==> config.mk <==
export PLATFORM = sky130hd
export DESIGN_NAME = disp_flush_ctrl
export DESIGN_NICKNAME = d
export VERILOG_FILES = /design/src/rtl/flush_pkg.sv /design/src/rtl/flush_addr_dec.sv /design/src/rtl/flush_master_reg.sv /design/src/rtl/pipe_flush_slice.sv /design/src/rtl/disp_flush_ctrl.sv
export SDC_FILE = /design/constraint.sdc
export NUM_CORES = 1
export LEC_CHECK = 0
export ABC_AREA = 0
export BUFFER_PORTS_ARGS = -buffer_cell sky130_fd_sc_hd__buf_2
export CAP_MARGIN = 20
export CORE_ASPECT_RATIO = 0.6
export CORE_MARGIN = 8
export CORE_UTILIZATION = 25
export CTS_BUF_LIST = sky130_fd_sc_hd__clkbuf_16
export CTS_CLUSTER_SIZE = 25
export DETAILED_ROUTE_END_ITERATION = 10
export MAX_ROUTING_LAYER = met4
export PLACE_DENSITY_LB_ADDON = 0.08
export SKIP_CTS_REPAIR_TIMING = 1
export SYNTH_ARGS = -nofsm -noshare
export SYNTH_HDL_FRONTEND = slang
export SYNTH_HIERARCHICAL = 1
export SYNTH_SLANG_ARGS = --single-unit
==> constraint.sdc <==
create_clock -name clk -period 3.3 [get_ports clk]
set_input_delay 0.33 -clock clk [delete_from_list [all_inputs] [get_ports clk]]
set_output_delay 0.33 -clock clk [all_outputs]
set_load 0.02 [all_outputs]
==> src/rtl/flush_pkg.sv <==
package flush_pkg;
  localparam int NSUB        = 3;
  localparam int DW          = 32;
  // master group bit positions
  localparam int MST_WB_BIT   = 16;
  localparam int MST_CMP_BIT  = 22;
  localparam int MST_PIPE_BIT = 29;
  localparam int MST_INTF_BIT = 31;
  localparam logic [DW-1:0] MST_MASK = (32'h1 << MST_WB_BIT) | (32'h1 << MST_CMP_BIT) |
                                       (32'h1 << MST_PIPE_BIT) | (32'h1 << MST_INTF_BIT);
  // sub-block bit positions within a pipe flush register
  localparam logic [DW-1:0] SUB_MASK = 32'h0000_0034;
  // address map
  localparam int A_MASTER   = 'h018;
  localparam int A_CLEAR    = 'h01C;
  localparam int A_CMP      = 'h104;
  localparam int A_WB       = 'h108;
  localparam int A_INTF     = 'h110;
  localparam int A_SUB_BASE = 'h13C;
  localparam int A_SHD_BASE = 'h200;
  localparam int PIPE_STRIDE = 16;

  typedef enum logic [1:0] {
    SUB_INVGAM = 2'd0,
    SUB_CCORR  = 2'd1,
    SUB_GAMMA  = 2'd2
  } sub_e;

  function automatic int sub_bit(input int s);
    case (s)
      0:       return 2;
      1:       return 4;
      default: return 5;
    endcase
  endfunction
endpackage

==> src/rtl/flush_addr_dec.sv <==
module flush_addr_dec
  import flush_pkg::*;
#(
  parameter int NPIPE  = 4,
  parameter int ADDR_W = 12
) (
  input  logic [ADDR_W-1:0]     addr,
  output logic                  hit_master,
  output logic                  hit_clear,
  output logic                  hit_cmp,
  output logic                  hit_wb,
  output logic                  hit_intf,
  output logic [NPIPE-1:0]      hit_sub,
  output logic [NPIPE*NSUB-1:0] hit_shd
);
  assign hit_master = (addr == ADDR_W'(A_MASTER));
  assign hit_clear  = (addr == ADDR_W'(A_CLEAR));
  assign hit_cmp    = (addr == ADDR_W'(A_CMP));
  assign hit_wb     = (addr == ADDR_W'(A_WB));
  assign hit_intf   = (addr == ADDR_W'(A_INTF));

  for (genvar n = 0; n < NPIPE; n++) begin : g_pipe
    assign hit_sub[n] = (addr == ADDR_W'(A_SUB_BASE + 4 * n));
    for (genvar s = 0; s < NSUB; s++) begin : g_sub
      assign hit_shd[n*NSUB+s] = (addr == ADDR_W'(A_SHD_BASE + PIPE_STRIDE * n + 4 * s));
    end
  end
endmodule

==> src/rtl/flush_master_reg.sv <==
module flush_master_reg
  import flush_pkg::*;
(
  input  logic          clk,
  input  logic          rst,
  input  logic          strobe,
  input  logic          clear,
  input  logic          wr_master,
  input  logic          wr_cmp,
  input  logic          wr_wb,
  input  logic          wr_intf,
  input  logic [DW-1:0] wdata,
  output logic [DW-1:0] master_pend,
  output logic [DW-1:0] cmp_pend,
  output logic [DW-1:0] wb_pend,
  output logic [DW-1:0] intf_pend,
  output logic [2:0]    grp_pulse
);
  logic go_wb, go_cmp, go_intf;
  assign go_wb   = strobe & master_pend[MST_WB_BIT];
  assign go_cmp  = strobe & master_pend[MST_CMP_BIT];
  assign go_intf = strobe & master_pend[MST_INTF_BIT];

  always_ff @(posedge clk) begin
    if (rst) begin
      master_pend <= '0;
      cmp_pend    <= '0;
      wb_pend     <= '0;
      intf_pend   <= '0;
      grp_pulse   <= '0;
    end else begin
      grp_pulse <= {go_intf, go_cmp, go_wb};
      if (clear) begin
        master_pend <= '0;
        cmp_pend    <= '0;
        wb_pend     <= '0;
        intf_pend   <= '0;
      end else begin
        master_pend <= (strobe ? '0 : master_pend) | (wr_master ? (wdata & MST_MASK) : '0);
        cmp_pend    <= (go_cmp  ? '0 : cmp_pend)  | (wr_cmp  ? wdata : '0);
        wb_pend     <= (go_wb   ? '0 : wb_pend)   | (wr_wb   ? wdata : '0);
        intf_pend   <= (go_intf ? '0 : intf_pend) | (wr_intf ? wdata : '0);
      end
    end
  end
endmodule

==> src/rtl/pipe_flush_slice.sv <==
module pipe_flush_slice
  import flush_pkg::*;
#(
  parameter int CFG_W = 16
) (
  input  logic                  clk,
  input  logic                  rst,
  input  logic                  strobe,
  input  logic                  pipe_go,
  input  logic                  clear,
  input  logic                  wr_sub,
  input  logic [NSUB-1:0]       wr_shd,
  input  logic [DW-1:0]         wdata,
  output logic [DW-1:0]         sub_pend,
  output logic [NSUB*CFG_W-1:0] shadow,
  output logic [NSUB*CFG_W-1:0] active,
  output logic [NSUB-1:0]       pulse
);
  logic          commit_all;
  logic [DW-1:0] consumed;
  assign commit_all = strobe & pipe_go;
  assign consumed   = commit_all ? sub_pend : '0;

  always_ff @(posedge clk) begin
    if (rst)        sub_pend <= '0;
    else if (clear) sub_pend <= '0;
    else            sub_pend <= (sub_pend & ~consumed) | (wr_sub ? (wdata & SUB_MASK) : '0);
  end

  for (genvar s = 0; s < NSUB; s++) begin : g_sub
    logic go;
    assign go = commit_all & sub_pend[sub_bit(s)];

    always_ff @(posedge clk) begin
      if (rst) begin
        shadow[s*CFG_W +: CFG_W] <= '0;
        active[s*CFG_W +: CFG_W] <= '0;
        pulse[s]                 <= 1'b0;
      end else begin
        if (wr_shd[s]) shadow[s*CFG_W +: CFG_W] <= wdata[CFG_W-1:0];
        if (go)        active[s*CFG_W +: CFG_W] <= shadow[s*CFG_W +: CFG_W];
        pulse[s] <= go;
      end
    end
  end
endmodule

==> src/rtl/disp_flush_ctrl.sv <==
module disp_flush_ctrl
  import flush_pkg::*;
#(
  parameter int NPIPE  = 4,
  parameter int CFG_W  = 16,
  parameter int ADDR_W = 12
) (
  input  logic                        clk,
  input  logic                        rst,
  input  logic                        bus_wr,
  input  logic                        bus_rd,
  input  logic [ADDR_W-1:0]           bus_addr,
  input  logic [31:0]                 bus_wdata,
  output logic [31:0]                 bus_rdata,
  input  logic                        frame_strobe,
  output logic [NPIPE*3-1:0]          sub_commit,
  output logic [2:0]                  grp_commit,
  output logic [NPIPE*3*CFG_W-1:0]    active_cfg
);
  localparam int NENT = NPIPE * NSUB;

  logic hit_master, hit_clear, hit_cmp, hit_wb, hit_intf;
  logic [NPIPE-1:0] hit_sub;
  logic [NENT-1:0]  hit_shd;
  logic             do_clear;
  logic [DW-1:0]    master_pend, cmp_pend, wb_pend, intf_pend;
  logic [NPIPE-1:0][DW-1:0]         sub_pend;
  logic [NPIPE-1:0][NSUB*CFG_W-1:0] shd_pk, act_pk;
  logic [NPIPE-1:0][NSUB-1:0]       pulse_pk;
  logic [DW-1:0]    rd_mux;

  flush_addr_dec #(.NPIPE(NPIPE), .ADDR_W(ADDR_W)) u_dec (
    .addr(bus_addr), .hit_master(hit_master), .hit_clear(hit_clear),
    .hit_cmp(hit_cmp), .hit_wb(hit_wb), .hit_intf(hit_intf),
    .hit_sub(hit_sub), .hit_shd(hit_shd)
  );

  assign do_clear = bus_wr & hit_clear & bus_wdata[0];

  flush_master_reg u_mst (
    .clk(clk), .rst(rst), .strobe(frame_strobe), .clear(do_clear),
    .wr_master(bus_wr & hit_master), .wr_cmp(bus_wr & hit_cmp),
    .wr_wb(bus_wr & hit_wb), .wr_intf(bus_wr & hit_intf),
    .wdata(bus_wdata), .master_pend(master_pend), .cmp_pend(cmp_pend),
    .wb_pend(wb_pend), .intf_pend(intf_pend), .grp_pulse(grp_commit)
  );

  for (genvar n = 0; n < NPIPE; n++) begin : g_pipe
    pipe_flush_slice #(.CFG_W(CFG_W)) u_slice (
      .clk(clk), .rst(rst), .strobe(frame_strobe),
      .pipe_go(master_pend[MST_PIPE_BIT]), .clear(do_clear),
      .wr_sub(bus_wr & hit_sub[n]), .wr_shd({NSUB{bus_wr}} & hit_shd[n*NSUB +: NSUB]),
      .wdata(bus_wdata), .sub_pend(sub_pend[n]), .shadow(shd_pk[n]),
      .active(act_pk[n]), .pulse(pulse_pk[n])
    );
    assign active_cfg[n*NSUB*CFG_W +: NSUB*CFG_W] = act_pk[n];
    assign sub_commit[n*NSUB +: NSUB]             = pulse_pk[n];
  end

  always_comb begin
    rd_mux = '0;
    if (hit_master) rd_mux = master_pend;
    if (hit_cmp)    rd_mux = cmp_pend;
    if (hit_wb)     rd_mux = wb_pend;
    if (hit_intf)   rd_mux = intf_pend;
    for (int n = 0; n < NPIPE; n++) begin
      if (hit_sub[n]) rd_mux = sub_pend[n];
      for (int s = 0; s < NSUB; s++) begin
        if (hit_shd[n*NSUB+s]) rd_mux = DW'(shd_pk[n][s*CFG_W +: CFG_W]);
      end
    end
  end

  always_ff @(posedge clk) begin
    if (rst)         bus_rdata <= '0;
    else if (bus_rd) bus_rdata <= rd_mux;
  end
endmodule

==> impl_metrics.csv, run 1 <==
group,metric,value,unit
run_status,status,"finished clean",
timing,slew_viol_final,0,
timing,finalSetupViolations,0,
clock_network,clockRootBuffer,"clkbuf_16",
pwr,p_clk_share,48.3,%
run,drv_cap,0,
synthesis,yosys.area.top_type,"dfxtp_1",
critical_path,required,3.86,ns
clock_network,path_clk_slew,0.06,ns
floorplan,ios,288,
grt,grt-ovfl-total,0,
synthesis,yosysWarnings,6,
critical_path,path_buf_inv,5,
placed_design,gp_congestion,0.899,
synthesis,synthCells,3016,
routing,vias_per_cell,4.70,
clock_network,cts_tree,"built",
synthesis,synth_compound_area_share,16.0,%
routing,firstDrtPassIters,6,
worst_hold_path,hold_path.class,"input pin to flip-flop",
finish,layout_common_cells,"dfxtp_1 (657), nand2b_1 (401), mux2i_1 (384)",
synthesis,avgSynthCellArea,9.83,um^2
critical_path,rrSetupSlack,0.84,ns
timing,grt_setup_unrepaired,"false",
synthesis,synth_top_flop_cell,"dfxtp_1",
routing,ant_nets,0,
pwr,swShare,24.6,%
clock_network,insertion_delay,0.68,ns
synthesis,async_flop_share,0,%
finish,final_common_cell,"dfxtp_1",
synthesis,synth_seq_cells,659,
pwr,combinationalPowerShare,3.8,%
pwr,p_int,12.5,mW
critical_path,slowest_delay,0.75,ns
pwr,p_per_area,465,nW/um^2
pwr,p_sw,4.10,mW
timing,slew-limit-headroom,29.2,%
synthesis,synth_area,29600,um^2
critical_path,start_kind,"input pin",
critical_path,cp_slowest_cell,"o41ai_1",
grt,grt_max_degree,156,
critical_path,critPathTopFamily,"compound AO/OA/AOI/OAI gates",
synthesis,synth.area.mux_share,13.0,%
clock_network,cts_max_path_buffers,3,
synthesis,synth_area_leaders,"dfxtp_1 (44%), mux2i_1 (13%), nand2b_1 (8.5%), nor2_1 (3.3%), a21oi_2 (3.0%)",
synthesis,synth_edf_count,0,
grt,grt_pass1_vias,23100,
pwr,finalPower,16.6,mW
grt,antenna_found_initial,9,
critical_path,cpMostUsedCell,"buf_4",
finish,layoutNonFillerInstCount,5045,
clock_network,cts_buffers,73,
routing,wirelength,127000,um
placed_design,port_buffers,287,
finish,drive_gt1_share,23.7,%
critical_path,crit_path_cell_trace,"buf_2, or4_1, buf_4, buf_4, nor3_2, buf_4, nand2b_1, o221ai_1, and2b_1, o41ai_1, buf_4, a311oi_1, o32ai_1",
floorplan,die_h,283,um
timing,max_freq,304,MHz
floorplan,rows,98,
clock_network,clock_sinks,659,
pwr,leakage,13.1,nW
timing,fin_skew,0.0362,ns
floorplan,die_w,461,um
timing,finalCriticalPeriod,3.29,ns
critical_path,path_max_fanout,7,
routing,drc,0,
pwr,ir_drop,0.000332,V
finish,syn_to_final_growth,20.7,%
timing,fin_crit_sh,99.6,%
routing,wl_per_cell,25.2,um
grt,grt_pass1_wl,179000,um
synthesis,synth_top_family_by_area,"simple AND/OR/NAND/NOR gates",
critical_path,path_class,"input pin to flip-flop",
pwr,seq_power_share,47.9,%
synthesis,synthAdderAreaFrac,0,%
placed_design,post-place-cells,4896,
clock_network,htreeDepth,3,
placed_design,dp_hpwl,92100,um
timing,hold_viol,0,
grt,track_usage,19.4,%
finish,finalNetCount,3436,
floorplan,initial_utilization,25.1,%
timing,worst_pin_slew,1.06,ns
synthesis,synth_seq_area_share,44.5,%
routing,drtIter0Drc,2323,
critical_path,arrival,3.85,ns
floorplan,core_area,118000,um^2
synthesis,ys_types,74,
routing,via_count,23700,
synthesis,yosys.area_share.xor_xnor,0,%
floorplan,die_area,130000,um^2
synthesis,yosys.area_share.simple,20.0,%
synthesis,synth_top_area_share,44.5,%
critical_path,endpoint_kind,"flip-flop",
==> state kept, by name, summed over array words and instances (netlist names) <==
| name | count |
|---|---|
| u_mst/cmp_pend | 32 |
| g_pipe.u_slice/active | 192 |
| u_mst/grp_pulse | 3 |
| u_mst/master_pend | 4 |
| u_mst/intf_pend | 32 |
| g_pipe.u_slice/sub_pend | 128 |
| bus_rdata | 32 |
| u_mst/wb_pend | 32 |
| g_pipe.u_slice/shadow | 192 |
| g_pipe.u_slice/pulse | 12 |
==> cell type report <==
type / instances / area, um^2
fillers: 12400 / 82500
flip-flops and latches: 659 / 13200
clock buffers: 74 / 1850
multi-input cells: 2086 / 14600
repair buffers: 540 / 3580
inverters: 27 / 101
diodes: 4 / 10.0
well taps: 1600 / 2000
clock inverters: 55 / 385
==> synthesized netlist by cell type, types with 52 or more instances <==
cell type	count
a21bo_1	67
a21oi_1	64
a21oi_2	100
and2_1	138
buf_2	73
buf_4	52
clkbuf_1	93
dfxtp_1	659
mux2i_1	384
nand2_1	182
nand2b_1	401
nor2_1	260
==> worst register-to-register path, cell delays in order, from the launching register on <==
cell	delay, ns
dfxtp_1	0.50
a221o_1	0.31
and2b_1	0.24
o41ai_1	0.75
buf_4	0.23
a311oi_1	0.17
o32ai_1	0.17
==> worst paths after layout <==
path                                                                 from                                   endpoint  cells past startpoint
worst max-delay path                                          bus_addr[1]                  bus_rdata[1]$_SDFFE_PP0P_                     13
worst min-delay path                                                  rst   g_pipe[1].u_slice/shadow[4]$_SDFFE_PP0P_                      2
worst max register to register  g_pipe[0].u_slice/shadow[17]$_SDFFE_PP0P_                  bus_rdata[1]$_SDFFE_PP0P_                      6
worst min register to register  g_pipe[0].u_slice/sub_pend[11]$_SDFF_PP0_  g_pipe[0].u_slice/sub_pend[11]$_SDFF_PP0_                      1
==> through the flow <==
| stage | utilization, % | worst slack [ns] | instance area, um^2 | hold slack, ns | TNS [ns] |
|---|---|---|---|---|---|
| 4_1_cts | 30.1 | 0.193 | 35600 | -0.140 | 0 |
| 6_report | 30.2 | 0.0142 | 35800 | 0.0669 | 0 |
| 5_1_grt | 30.2 | 0.0541 | 35800 | 0.0431 | 0 |
| 2_1_floorplan | - | 0.414 | 29700 | 0.402 | 0 |
| 3_5_place_dp | 28.2 | -0.492 | 33400 | 0.435 | -3.11 |
| 3_3_place_gp | 28.2 | -0.676 | 33400 | 0.433 | -3.78 |
==> cells by family after synthesis <==
logic type / Yosys count
compound gates: 572
buf+inv: 298
flops: 659
mux: 384
other cells: 1
simple gates: 1102
==> power by group through the flow <==
stage | clock, mW | combinational, mW | sequential [mW]
finish | 8.04 | 0.631 | 7.96
CTS | 8.33 | 0.620 | 7.96
detailed placement | 0 | 0.620 | 8.14
floorplan | 0 | 0.334 | 8.14
global route | 8.61 | 0.663 | 7.96
global placement | 0 | 0.618 | 8.14
==> layer usage <==
layer	share of wire [%]	global-route usage [%]	vias up
met2	39	25.7	690
met1	53	30.1	11700
li1	-	-	11200
met4	1.7	3.69	0
met5	0	-	-
met3	5.7	3.51	125
Note: power is estimated with default switching activity, not from simulation.
==> run 2, diff against run 1 <==
Settings changed: ABC_AREA 0 to 1.
==> impl_metrics.csv, run 2 <==
group,metric,value,unit
synthesis,synth_top_area_share,46.0,%
pwr,p_per_area,484,nW/um^2
placed_design,post-place-cells,5875,
synthesis,synth_seq_area_share,46.0,%
synthesis,yosys-top-cells-count,"nand2_1 (1157), nor2_1 (1098), dfxtp_1 (659)",
routing,drtIter0Drc,2457,
routing,wirelength,125000,um
critical_path,arrival,3.35,ns
grt,grt_pass1_vias,25500,
clock_network,htreeDepth,3,
timing,grt_setup_unrepaired,"false",
floorplan,ios,288,
grt,grt_pass1_wl,182000,um
timing,finalSetupViolations,0,
synthesis,synth_most_common_cell,"nand2_1",
timing,hold_viol,0,
synthesis,synth_area_leaders,"dfxtp_1 (46%), nand2_1 (15%), nor2_1 (14%), inv_1 (3.8%), o21ai_0 (3.5%)",
synthesis,avgSynthCellArea,6.91,um^2
pwr,p_clk_share,49.1,%
run_status,status,"finished clean",
pwr,leakage,16.6,nW
placed_design,dp_hpwl,86300,um
routing,ant_nets,0,
synthesis,synthCells,4149,
placed_design,port_buffers,287,
timing,slew_viol_final,0,
finish,utilization,30.1,%
floorplan,initial_utilization,25.1,%
synthesis,yosysWarnings,6,
synthesis,synth_seq_cells,659,
timing,worst_pin_slew,1.12,ns
pwr,swShare,24.4,%
clock_network,path_clk_slew,0.07,ns
finish,syn_to_final_growth,19.8,%
routing,firstDrtPassIters,5,
placed_design,gp_congestion,0.809,
synthesis,ys_types,40,
routing,wl_per_cell,20.7,um
critical_path,path_class,"input pin to flip-flop",
synthesis,synth_area,28700,um^2
clock_network,cts_buffers,74,
timing,fin_skew,0.0243,ns
worst_hold_path,hold_path.class,"input pin to flip-flop",
floorplan,rows,96,
synthesis,synth_top_flop_cell,"dfxtp_1",
pwr,ir_drop,0.000358,V
floorplan,die_h,278,um
timing,fin_crit_sh,84.9,%
finish,biggestRegsByFlops,"g_pipe.u_slice/active x192, g_pipe.u_slice/shadow x192, g_pipe.u_slice/sub_pend x128",
timing,finalCriticalPeriod,2.80,ns
pwr,finalPower,16.6,mW
grt,track_usage,19.7,%
critical_path,start_kind,"input pin",
finish,drive_gt1_share,16.0,%
clock_network,clock_sinks,659,
timing,tns,0,ns
synthesis,yosys.area.top_type,"dfxtp_1",
critical_path,endpoint_kind,"flip-flop",
clock_network,clockRootBuffer,"clkbuf_16",
synthesis,async_flop_share,0,%
grt,antenna_found_initial,7,
critical_path,required,3.84,ns
clock_network,cts_tree,"built",
grt,grt_max_degree,70,
pwr,p_int,12.6,mW
critical_path,path_max_fanout,13,
floorplan,die_w,453,um
finish,layout_common_cells,"nand2_1 (1155), nor2_1 (1088), dfxtp_1 (659)",
floorplan,die_area,126000,um^2
finish,layoutNonFillerInstCount,6023,
clock_network,insertion_delay,0.67,ns
routing,drc,0,
pwr,combinationalPowerShare,3.0,%
finish,final_common_cell,"nand2_1",
timing,slew-limit-headroom,25.4,%
floorplan,core_area,114000,um^2
grt,grt-ovfl-total,0,
pwr,p_sw,4.05,mW
timing,holdWs,0.176,ns
synthesis,synth_edf_count,0,
pwr,seq_power_share,47.9,%
routing,via_count,26700,
timing,max_freq,357,MHz
finish,finalNetCount,4497,
run,drv_cap,0,
clock_network,cts_max_path_buffers,3,
routing,vias_per_cell,4.43,
## run 2: per-layer routing
metal  global-route usage, %  up-vias  routed length, um
li1                        -    13400                  -
met1                    30.3    12500              67100
met2                    27.0      638              49900
met3                    2.92      142               6010
met4                    3.74        0               1990
met5                       -        -                  0
## run 2: cell families (layout without fill, tap and decap cells)
kind of cell | count (synthesis) | in the layout | share of synthesized area (%)
AOI/OAI and AO/OA | 586 | 586 | 13.0
buffers and inverters | 571 | 898 | 9.77
DFF | 659 | 659 | 46.0
other | 1 | 29 | 0.0131
and+or+nand+nor | 2332 | 2332 | 31.2
## run 2: per-stage QoR
step           area [um^2]  worst slack, ns
3_5_place_dp         31900           -0.109
3_3_place_gp         31900           -0.131
2_1_floorplan        28800             1.03
5_1_grt              34300            0.410
6_report             34300            0.499
4_1_cts              34200            0.615
## run 2: power groups by stage
stage	Sequential [mW]	Clock (mW)	Combinational, mW
after detailed placement	8.13	0	0.484
final	7.95	8.16	0.495
after global placement	8.13	0	0.490
after floorplan	8.13	0	0.221
after global routing	7.95	8.76	0.521
after CTS	7.95	8.44	0.484
## run 2: cell type report
class                   instances  area (um^2)
diodes                          1         2.50
flip-flops and latches        659        13200
repair buffers                467         3040
multi-input cells            2946        12800
clock buffers                  79         1980
well taps                    1519         1900
inverters                     300         1130
fillers                     12600        79600
clock inverters                52          294
## run 2: final timing paths
path              cells after the start                                     start                                       end  slack [ns]
setup / recovery                     22                              bus_addr[10]                bus_rdata[11]$_SDFFE_PP0P_        0.50
setup reg to reg                     21              u_mst/cmp_pend[3]$_SDFF_PP0_                 bus_rdata[3]$_SDFFE_PP0P_        0.88
hold / removal                        2                                       rst     g_pipe[2].u_slice/pulse[1]$_SDFF_PP0_        0.18
hold reg to reg                       2  g_pipe[3].u_slice/sub_pend[7]$_SDFF_PP0_  g_pipe[3].u_slice/sub_pend[7]$_SDFF_PP0_        0.44
## run 2: worst max-delay path, cell delays in order
cell	delay, ns
buf_2	0.10
inv_1	0.05
nand2_2	0.15
nor2_4	0.16
nand2_2	0.13
nor2_1	0.35
inv_1	0.10
nand2_1	0.11
inv_1	0.19
a221oi_1	0.63
buf_4	0.22
nand2_1	0.05
nand2_1	0.06
nand2_1	0.07
nand2_1	0.09
nand2_1	0.08
nand2_1	0.06
nand2_1	0.10
nand2_1	0.12
nand2_1	0.06
nand2_1	0.07
a21oi_2	0.05
